### src/rtl/sdir_pkg.sv
package sdir_pkg;
  typedef enum logic [1:0] {
    LOOK_HIT     = 2'd0,
    LOOK_BLKMISS = 2'd1,
    LOOK_SECMISS = 2'd2
  } look_kind_e;
endpackage

### src/rtl/sdir_match.sv
module sdir_match #(
  parameter int NUM_SEC = 4,
  parameter int TAG_W   = 10,
  localparam int SEC_W  = (NUM_SEC > 1) ? $clog2(NUM_SEC) : 1
) (
  input  logic [NUM_SEC-1:0][TAG_W-1:0] tags,
  input  logic [NUM_SEC-1:0]            sec_ok,
  input  logic [TAG_W-1:0]              probe,
  output logic                          any,
  output logic [SEC_W-1:0]              idx
);
  logic [NUM_SEC-1:0] eq;

  for (genvar s = 0; s < NUM_SEC; s++) begin : g_cmp
    assign eq[s] = sec_ok[s] && (tags[s] == probe);
  end

  always_comb begin
    any = |eq;
    idx = '0;
    for (int s = NUM_SEC - 1; s >= 0; s--) begin
      if (eq[s]) idx = SEC_W'(s);
    end
  end
endmodule

### src/rtl/sdir_store.sv
module sdir_store #(
  parameter int NUM_SEC = 4,
  parameter int TAG_W   = 10,
  parameter int BLKS    = 16,
  localparam int SEC_W  = (NUM_SEC > 1) ? $clog2(NUM_SEC) : 1,
  localparam int BLK_W  = (BLKS > 1) ? $clog2(BLKS) : 1
) (
  input  logic                          clk,
  input  logic                          rst,
  input  logic                          alloc_en,
  input  logic [SEC_W-1:0]              alloc_idx,
  input  logic [TAG_W-1:0]              alloc_tag,
  input  logic                          fill_en,
  input  logic [SEC_W-1:0]              fill_idx,
  input  logic [BLK_W-1:0]              fill_blk,
  output logic [NUM_SEC-1:0][TAG_W-1:0] tags_q,
  output logic [NUM_SEC-1:0]            sec_ok_q,
  output logic [NUM_SEC-1:0][BLKS-1:0]  blk_ok_q
);
  for (genvar s = 0; s < NUM_SEC; s++) begin : g_sec
    logic take, put;
    assign take = alloc_en && (alloc_idx == SEC_W'(s));
    assign put  = fill_en  && (fill_idx  == SEC_W'(s));

    always_ff @(posedge clk) begin
      if (rst) begin
        tags_q[s]   <= '0;
        sec_ok_q[s] <= 1'b0;
        blk_ok_q[s] <= '0;
      end else if (take) begin
        // reallocation wins over a fill aimed at the same sector
        tags_q[s]   <= alloc_tag;
        sec_ok_q[s] <= 1'b1;
        blk_ok_q[s] <= '0;
      end else if (put) begin
        blk_ok_q[s][fill_blk] <= 1'b1;
      end
    end
  end
endmodule

### src/rtl/sector_dir.sv
module sector_dir
  import sdir_pkg::*;
#(
  parameter int NUM_SEC = 4,
  parameter int ADDR_W  = 16,
  parameter int WORDS   = 4,
  parameter int BLKS    = 16,
  localparam int SEC_W  = (NUM_SEC > 1) ? $clog2(NUM_SEC) : 1,
  localparam int WORD_W = (WORDS > 1) ? $clog2(WORDS) : 1,
  localparam int BLK_W  = (BLKS > 1) ? $clog2(BLKS) : 1,
  localparam int TAG_W  = ADDR_W - WORD_W - BLK_W
) (
  input  logic              clk,
  input  logic              rst,
  input  logic              req_valid,
  input  logic [ADDR_W-1:0] req_addr,
  input  logic              req_write,
  input  logic [SEC_W-1:0]  victim_sector,
  input  logic              fill_valid,
  input  logic [SEC_W-1:0]  fill_sector,
  input  logic [BLK_W-1:0]  fill_block,
  output logic              rsp_valid,
  output logic              rsp_hit,
  output logic              rsp_blk_miss,
  output logic              rsp_sec_miss,
  output logic [SEC_W-1:0]  rsp_sector,
  output logic              rsp_fwd_write
);
  logic [TAG_W-1:0]              tag_in;
  logic [BLK_W-1:0]              blk_in;
  logic [NUM_SEC-1:0][TAG_W-1:0] tags_q;
  logic [NUM_SEC-1:0]            sec_ok_q;
  logic [NUM_SEC-1:0][BLKS-1:0]  blk_ok_q;
  logic                          hit_any;
  logic [SEC_W-1:0]              hit_idx;
  logic                          alloc_en;
  look_kind_e                    kind;
  logic [SEC_W-1:0]              sec_d;

  assign tag_in = req_addr[ADDR_W-1 -: TAG_W];
  assign blk_in = req_addr[WORD_W +: BLK_W];

  sdir_match #(.NUM_SEC(NUM_SEC), .TAG_W(TAG_W)) u_match (
    .tags   (tags_q),
    .sec_ok (sec_ok_q),
    .probe  (tag_in),
    .any    (hit_any),
    .idx    (hit_idx)
  );

  always_comb begin
    if (!hit_any)                   kind = LOOK_SECMISS;
    else if (blk_ok_q[hit_idx][blk_in]) kind = LOOK_HIT;
    else                            kind = LOOK_BLKMISS;
    sec_d    = hit_any ? hit_idx : victim_sector;
    alloc_en = req_valid && !req_write && !hit_any;
  end

  sdir_store #(.NUM_SEC(NUM_SEC), .TAG_W(TAG_W), .BLKS(BLKS)) u_store (
    .clk       (clk),
    .rst       (rst),
    .alloc_en  (alloc_en),
    .alloc_idx (victim_sector),
    .alloc_tag (tag_in),
    .fill_en   (fill_valid),
    .fill_idx  (fill_sector),
    .fill_blk  (fill_block),
    .tags_q    (tags_q),
    .sec_ok_q  (sec_ok_q),
    .blk_ok_q  (blk_ok_q)
  );

  always_ff @(posedge clk) begin
    if (rst) begin
      rsp_valid     <= 1'b0;
      rsp_hit       <= 1'b0;
      rsp_blk_miss  <= 1'b0;
      rsp_sec_miss  <= 1'b0;
      rsp_sector    <= '0;
      rsp_fwd_write <= 1'b0;
    end else begin
      rsp_valid     <= req_valid;
      rsp_hit       <= req_valid && (kind == LOOK_HIT);
      rsp_blk_miss  <= req_valid && (kind == LOOK_BLKMISS);
      rsp_sec_miss  <= req_valid && (kind == LOOK_SECMISS);
      rsp_sector    <= req_valid ? sec_d : '0;
      rsp_fwd_write <= req_valid && req_write;
    end
  end
endmodule

### config.mk
export PLATFORM = sky130hd
export DESIGN_NAME = sector_dir
export DESIGN_NICKNAME = d
export VERILOG_FILES = /design/src/rtl/sdir_pkg.sv /design/src/rtl/sdir_match.sv /design/src/rtl/sdir_store.sv /design/src/rtl/sector_dir.sv
export SDC_FILE = /design/constraint.sdc
export NUM_CORES = 1
export LEC_CHECK = 0
export CAP_MARGIN = 5
export CORE_AREA = 2 2 105 107
export CTS_CLUSTER_DIAMETER = 120
export DETAILED_ROUTE_END_ITERATION = 12
export DIE_AREA = 0 0 107 109
export MAX_ROUTING_LAYER = met4
export PLACE_DENSITY = 0.73
export SLEW_MARGIN = 20
export SYNTH_ARGS = -nofsm -noshare
export SYNTH_HDL_FRONTEND = slang
export SYNTH_HIERARCHICAL = 1
export SYNTH_SLANG_ARGS = --single-unit
### constraint.sdc
create_clock -name clk -period 4.2 [get_ports clk]
set_input_delay 0.84 -clock clk [delete_from_list [all_inputs] [get_ports clk]]
set_output_delay 0.84 -clock clk [all_outputs]
set_load 0.01 [all_outputs]
==> results_tabular.tex <==
\begin{tabular}{lr}
\hline
Metric & Value \\
\hline
\multicolumn{2}{l}{\textbf{Logic synthesis}} \\
Post-synthesis instance total & 520 \\
Cell type contributing the most total cell area after synthesis & sky130\_fd\_sc\_hd\_\_dfxtp\_1 \\
Post-synth EDFFs & 0 \\
Count of synthesis-stage warnings from yosys & 6 \\
Post-synthesis sequential area ratio & about 45\% \\
Number of distinct standard cells referenced by the synthesized netlist & 44 \\
Cell types with the largest area share after synthesis & sky130\_fd\_sc\_hd\_\_dfxtp\_1, sky130\_fd\_sc\_hd\_\_nor2\_1, sky130\_fd\_sc\_hd\_\_a21oi\_1 \\
Synthesized area divided by synthesized cell count & around 9.9 µm² \\
Library cell with the highest instance count after synthesis & sky130\_fd\_sc\_hd\_\_dfxtp\_1 \\
Top\_reg\_cell synth & sky130\_fd\_sc\_hd\_\_dfxtp\_1 \\
Net Count, Synth & 549 \\
Commonest cells in the synthesized netlist & sky130\_fd\_sc\_hd\_\_dfxtp\_1, sky130\_fd\_sc\_hd\_\_nor2\_1, sky130\_fd\_sc\_hd\_\_a21oi\_1 \\
Post-synthesis cell area & 5130 µm² \\
Share of the synthesized area in the top cell type & 44.9\% \\
Async S/R FF share, synth & 0\% \\
Flip-flop and latch count after synthesis & around 120 \\
\multicolumn{2}{l}{\textbf{STA}} \\
Fin crit share & 87.8\% \\
Final setup violation count & 0 \\
Worst clock skew & 0.00809 ns \\
Time the final worst path needs with I/O delays and setup & 3.69 ns \\
Unrepaired setup endpoints after global routing & no \\
Worst path setup slack after routing & 0.514 ns \\
Measured slew at the worst slew-check pin & 0.915 ns \\
Max-Slew Margin vs Limit & between 30\% and 40\% \\
Number of endpoints with negative hold slack in the final report & 0 \\
Max Fclk & 271 MHz \\
Max-slew violation count & 0 \\
\multicolumn{2}{l}{\textbf{Final layout}} \\
Fraction of layout cells with a size suffix above 1 & about 14\% \\
Area added between synthesis and finish & 20.7\% \\
Antenna cells & 0 \\
Final standard cell utilization of the core & about three fifths \\
Summed area of non-filler cells in the final layout & between 6000 and 7000 µm² \\
Final nets & 580 \\
\multicolumn{2}{l}{\textbf{Critical path}} \\
Critical Setup Path Class & input pin to flop \\
Worst endpoint data arrival time & 4.15 ns \\
Critical path data required time & approximately 4.7 ns \\
Maximum net fanout on the critical path & 10 \\
Critical-path cell with the highest stage delay & sky130\_fd\_sc\_hd\_\_clkdlybuf4s50\_1 \\
Critical Path Max Stage Delay & 0.55 ns \\
Critical-path cell list & clkdlybuf4s50\_1, xnor2\_2, nand4\_1, or3\_1, nor2b\_4, nor3\_2, buf\_12, mux4\_1, mux4\_2, o22ai\_2, a2bb2oi\_2, and3\_1 \\
Type of element capturing the critical path & flop \\
Element type at the critical path start & input pin \\
Reg2Reg Depth & 11 \\
\multicolumn{2}{l}{\textbf{Floorplanning}} \\
Initial Util & 48.4\% \\
Die Outline Area & about 12000 µm² \\
Placement row count & 38 \\
Placeable Area & roughly 11000 µm² \\
Floorplan die height & 109 µm \\
Ports placed on the boundary & 36 \\
Floorplan die width & 107 µm \\
\multicolumn{2}{l}{\textbf{Routing}} \\
Number of nets with antenna violations after detailed routing & 0 \\
Iteration count of the initial detailed-routing pass & 7 \\
Via density per instance & 5.61 \\
DR iter-0 viols & 289 \\
Via total after detailed routing & 3948 \\
Sum of routed wire length over all layers & 11900 µm \\
Drc violations & 0 \\
Routed length per placed instance & 16.9 µm \\
\multicolumn{2}{l}{\textbf{Pwr}} \\
Areal power density over the cells & 445 nW/µm² \\
Worst supply voltage drop on vdd & 0.271 mV \\
Leakage & 2.44 nW \\
\multicolumn{2}{l}{\textbf{GRT}} \\
GRT Total Usage & between 20\% and 30\% \\
Global-route congestion overflow total & 0 \\
Met2 demand-to-capacity share in global routing & 38.3\% \\
Global routing's busiest layer & met2 \\
Number of global-route vias before repair & 4017 \\
First-pass GRT wire length & 19400 µm \\
Met1 routing resource usage after global routing & approximately 26\% \\
Number of antenna violations at the first check in global routing & 0 \\
Largest net degree at the start of global routing & 27 \\
Global routing met3 resource utilization & between 5 and 6\% \\
\multicolumn{2}{l}{\textbf{Clock tree}} \\
Skew-Pair Late Insertion Delay & roughly 0.52 ns \\
H-tree depth & 4 \\
Num Clock Sinks & 115 \\
Buffer type at the clock tree root & sky130\_fd\_sc\_hd\_\_clkbuf\_8 \\
CTS Hold Bufs & 0 \\
Post-CTS Setup Repair Bufs & 0 \\
Number of instances resized during post-cts repair & 0 \\
Bufs on Longest Clock Path & 2 \\
Total clock buffers created by CTS & 17 \\
CTS tree & yes \\
CTS clock-pin slew for the worst setup and hold paths & roughly 0.06 ns \\
\multicolumn{2}{l}{\textbf{Place}} \\
Count of input and output buffers & 33 \\
Placed Instance Area & approximately 5600 µm² \\
Half-perimeter wire length after placement & 7430 µm \\
Worst slack at placement & -0.0544 ns \\
Final GP Congestion & 0.809 \\
\multicolumn{2}{l}{\textbf{Worst hold path}} \\
Number of instances on the worst hold path & 2 \\
Classification of the worst-slack hold path & flop to flop \\
\multicolumn{2}{l}{\textbf{Flow run}} \\
Reported max-cap violation count & 0 \\
\multicolumn{2}{l}{\textbf{Run status}} \\
Status & finished, final reports clean \\
\hline
\end{tabular}
-- registers in the layout, summed over array words and instances, names as in the netlist --
signal / flops
u_store/blk_ok_q: 64
u_store/tags_q: 40
u_store/sec_ok_q: 4
rsp_sector: 2
rsp_blk_miss: 1
rsp_fwd_write: 1
rsp_hit: 1
rsp_sec_miss: 1
rsp_valid: 1
-- stage by stage --
step	instances	hold slack (ns)	setup TNS [ns]	power, mW
after detailed placement	672	0.444	-0.0694	1.33
after floorplan	520	0.426	0	1.25
after global placement	672	0.436	-0.0348	1.32
after global routing	704	0.480	0	2.84
final	704	0.450	0	2.75
after CTS	704	0.452	0	2.77
-- kinds of logic after synthesis --
kind of cell / after synthesis / share of synthesized area, %
DFF: 115 / 44.9
buffers and inverters: 48 / 4.85
AOI/OAI and AO/OA: 81 / 8.32
xor gates and xnor gates: 40 / 7.27
and+or+nand+nor: 182 / 18.7
muxes: 54 / 16.0
-- critical path, delay by kind of cell --
family	cells	cell delay [ns]
AO/OA/AOI/OAI	2	0.39
XOR/XNOR	1	0.14
buffers and inverters	2	0.73
multiplexers	2	1.05
AND/OR/NAND/NOR	5	0.98
-- where the power goes --
part	internal [mW]	total (mW)	switching [mW]
Sequential	1.11	1.12	0.00898
Clock	0.934	1.45	0.514
Combinational	0.0848	0.190	0.105
Total	2.13	2.75	0.628
-- metal layers --
| layer | share of wire [%] | wire, µm |
|---|---|---|
| met5 | 0 | 0 |
| met4 | 1.2 | 144 |
| met3 | 5.7 | 678 |
| met2 | 51 | 6100 |
| met1 | 42 | 4970 |
-- layout by cell type, fill, tap and decap left out, types with 6 or more instances in the layout --
master and instances:
sky130_fd_sc_hd__mux2i_1 34, sky130_fd_sc_hd__buf_4 22, sky130_fd_sc_hd__nor2_1 105, sky130_fd_sc_hd__a21oi_1 77, sky130_fd_sc_hd__clkdlybuf4s50_1 33, sky130_fd_sc_hd__dfxtp_1 115
sky130_fd_sc_hd__nand2b_1 6, sky130_fd_sc_hd__xnor2_1 37, sky130_fd_sc_hd__clkbuf_16 16, sky130_fd_sc_hd__nand4_1 8, sky130_fd_sc_hd__nand2_1 23, sky130_fd_sc_hd__mux4_1 14
-- final timing paths --
check	startpoint	to	slack, ns
setup / recovery	req_addr[10]	rsp_blk_miss$_SDFF_PP0_	0.51
hold / removal	u_store/sec_ok_q[2]$_SDFFE_PP0P_	u_store/sec_ok_q[2]$_SDFFE_PP0P_	0.45
setup reg to reg	u_store/tags_q[23]$_SDFFE_PP0P_	rsp_blk_miss$_SDFF_PP0_	1.02
hold reg to reg	u_store/sec_ok_q[2]$_SDFFE_PP0P_	u_store/sec_ok_q[2]$_SDFFE_PP0P_	0.45
-- area by class of cell --
class                      instances  area (µm²)
clock buffer                      20         445
fill                             879        4410
inverter                           4        15.0
clock inverter                    12         155
tap                              140         175
multi-input combinational        357        2580
sequential                       115        2300
timing repair buffer              56         515
Power figures use the tool's default switching activity.
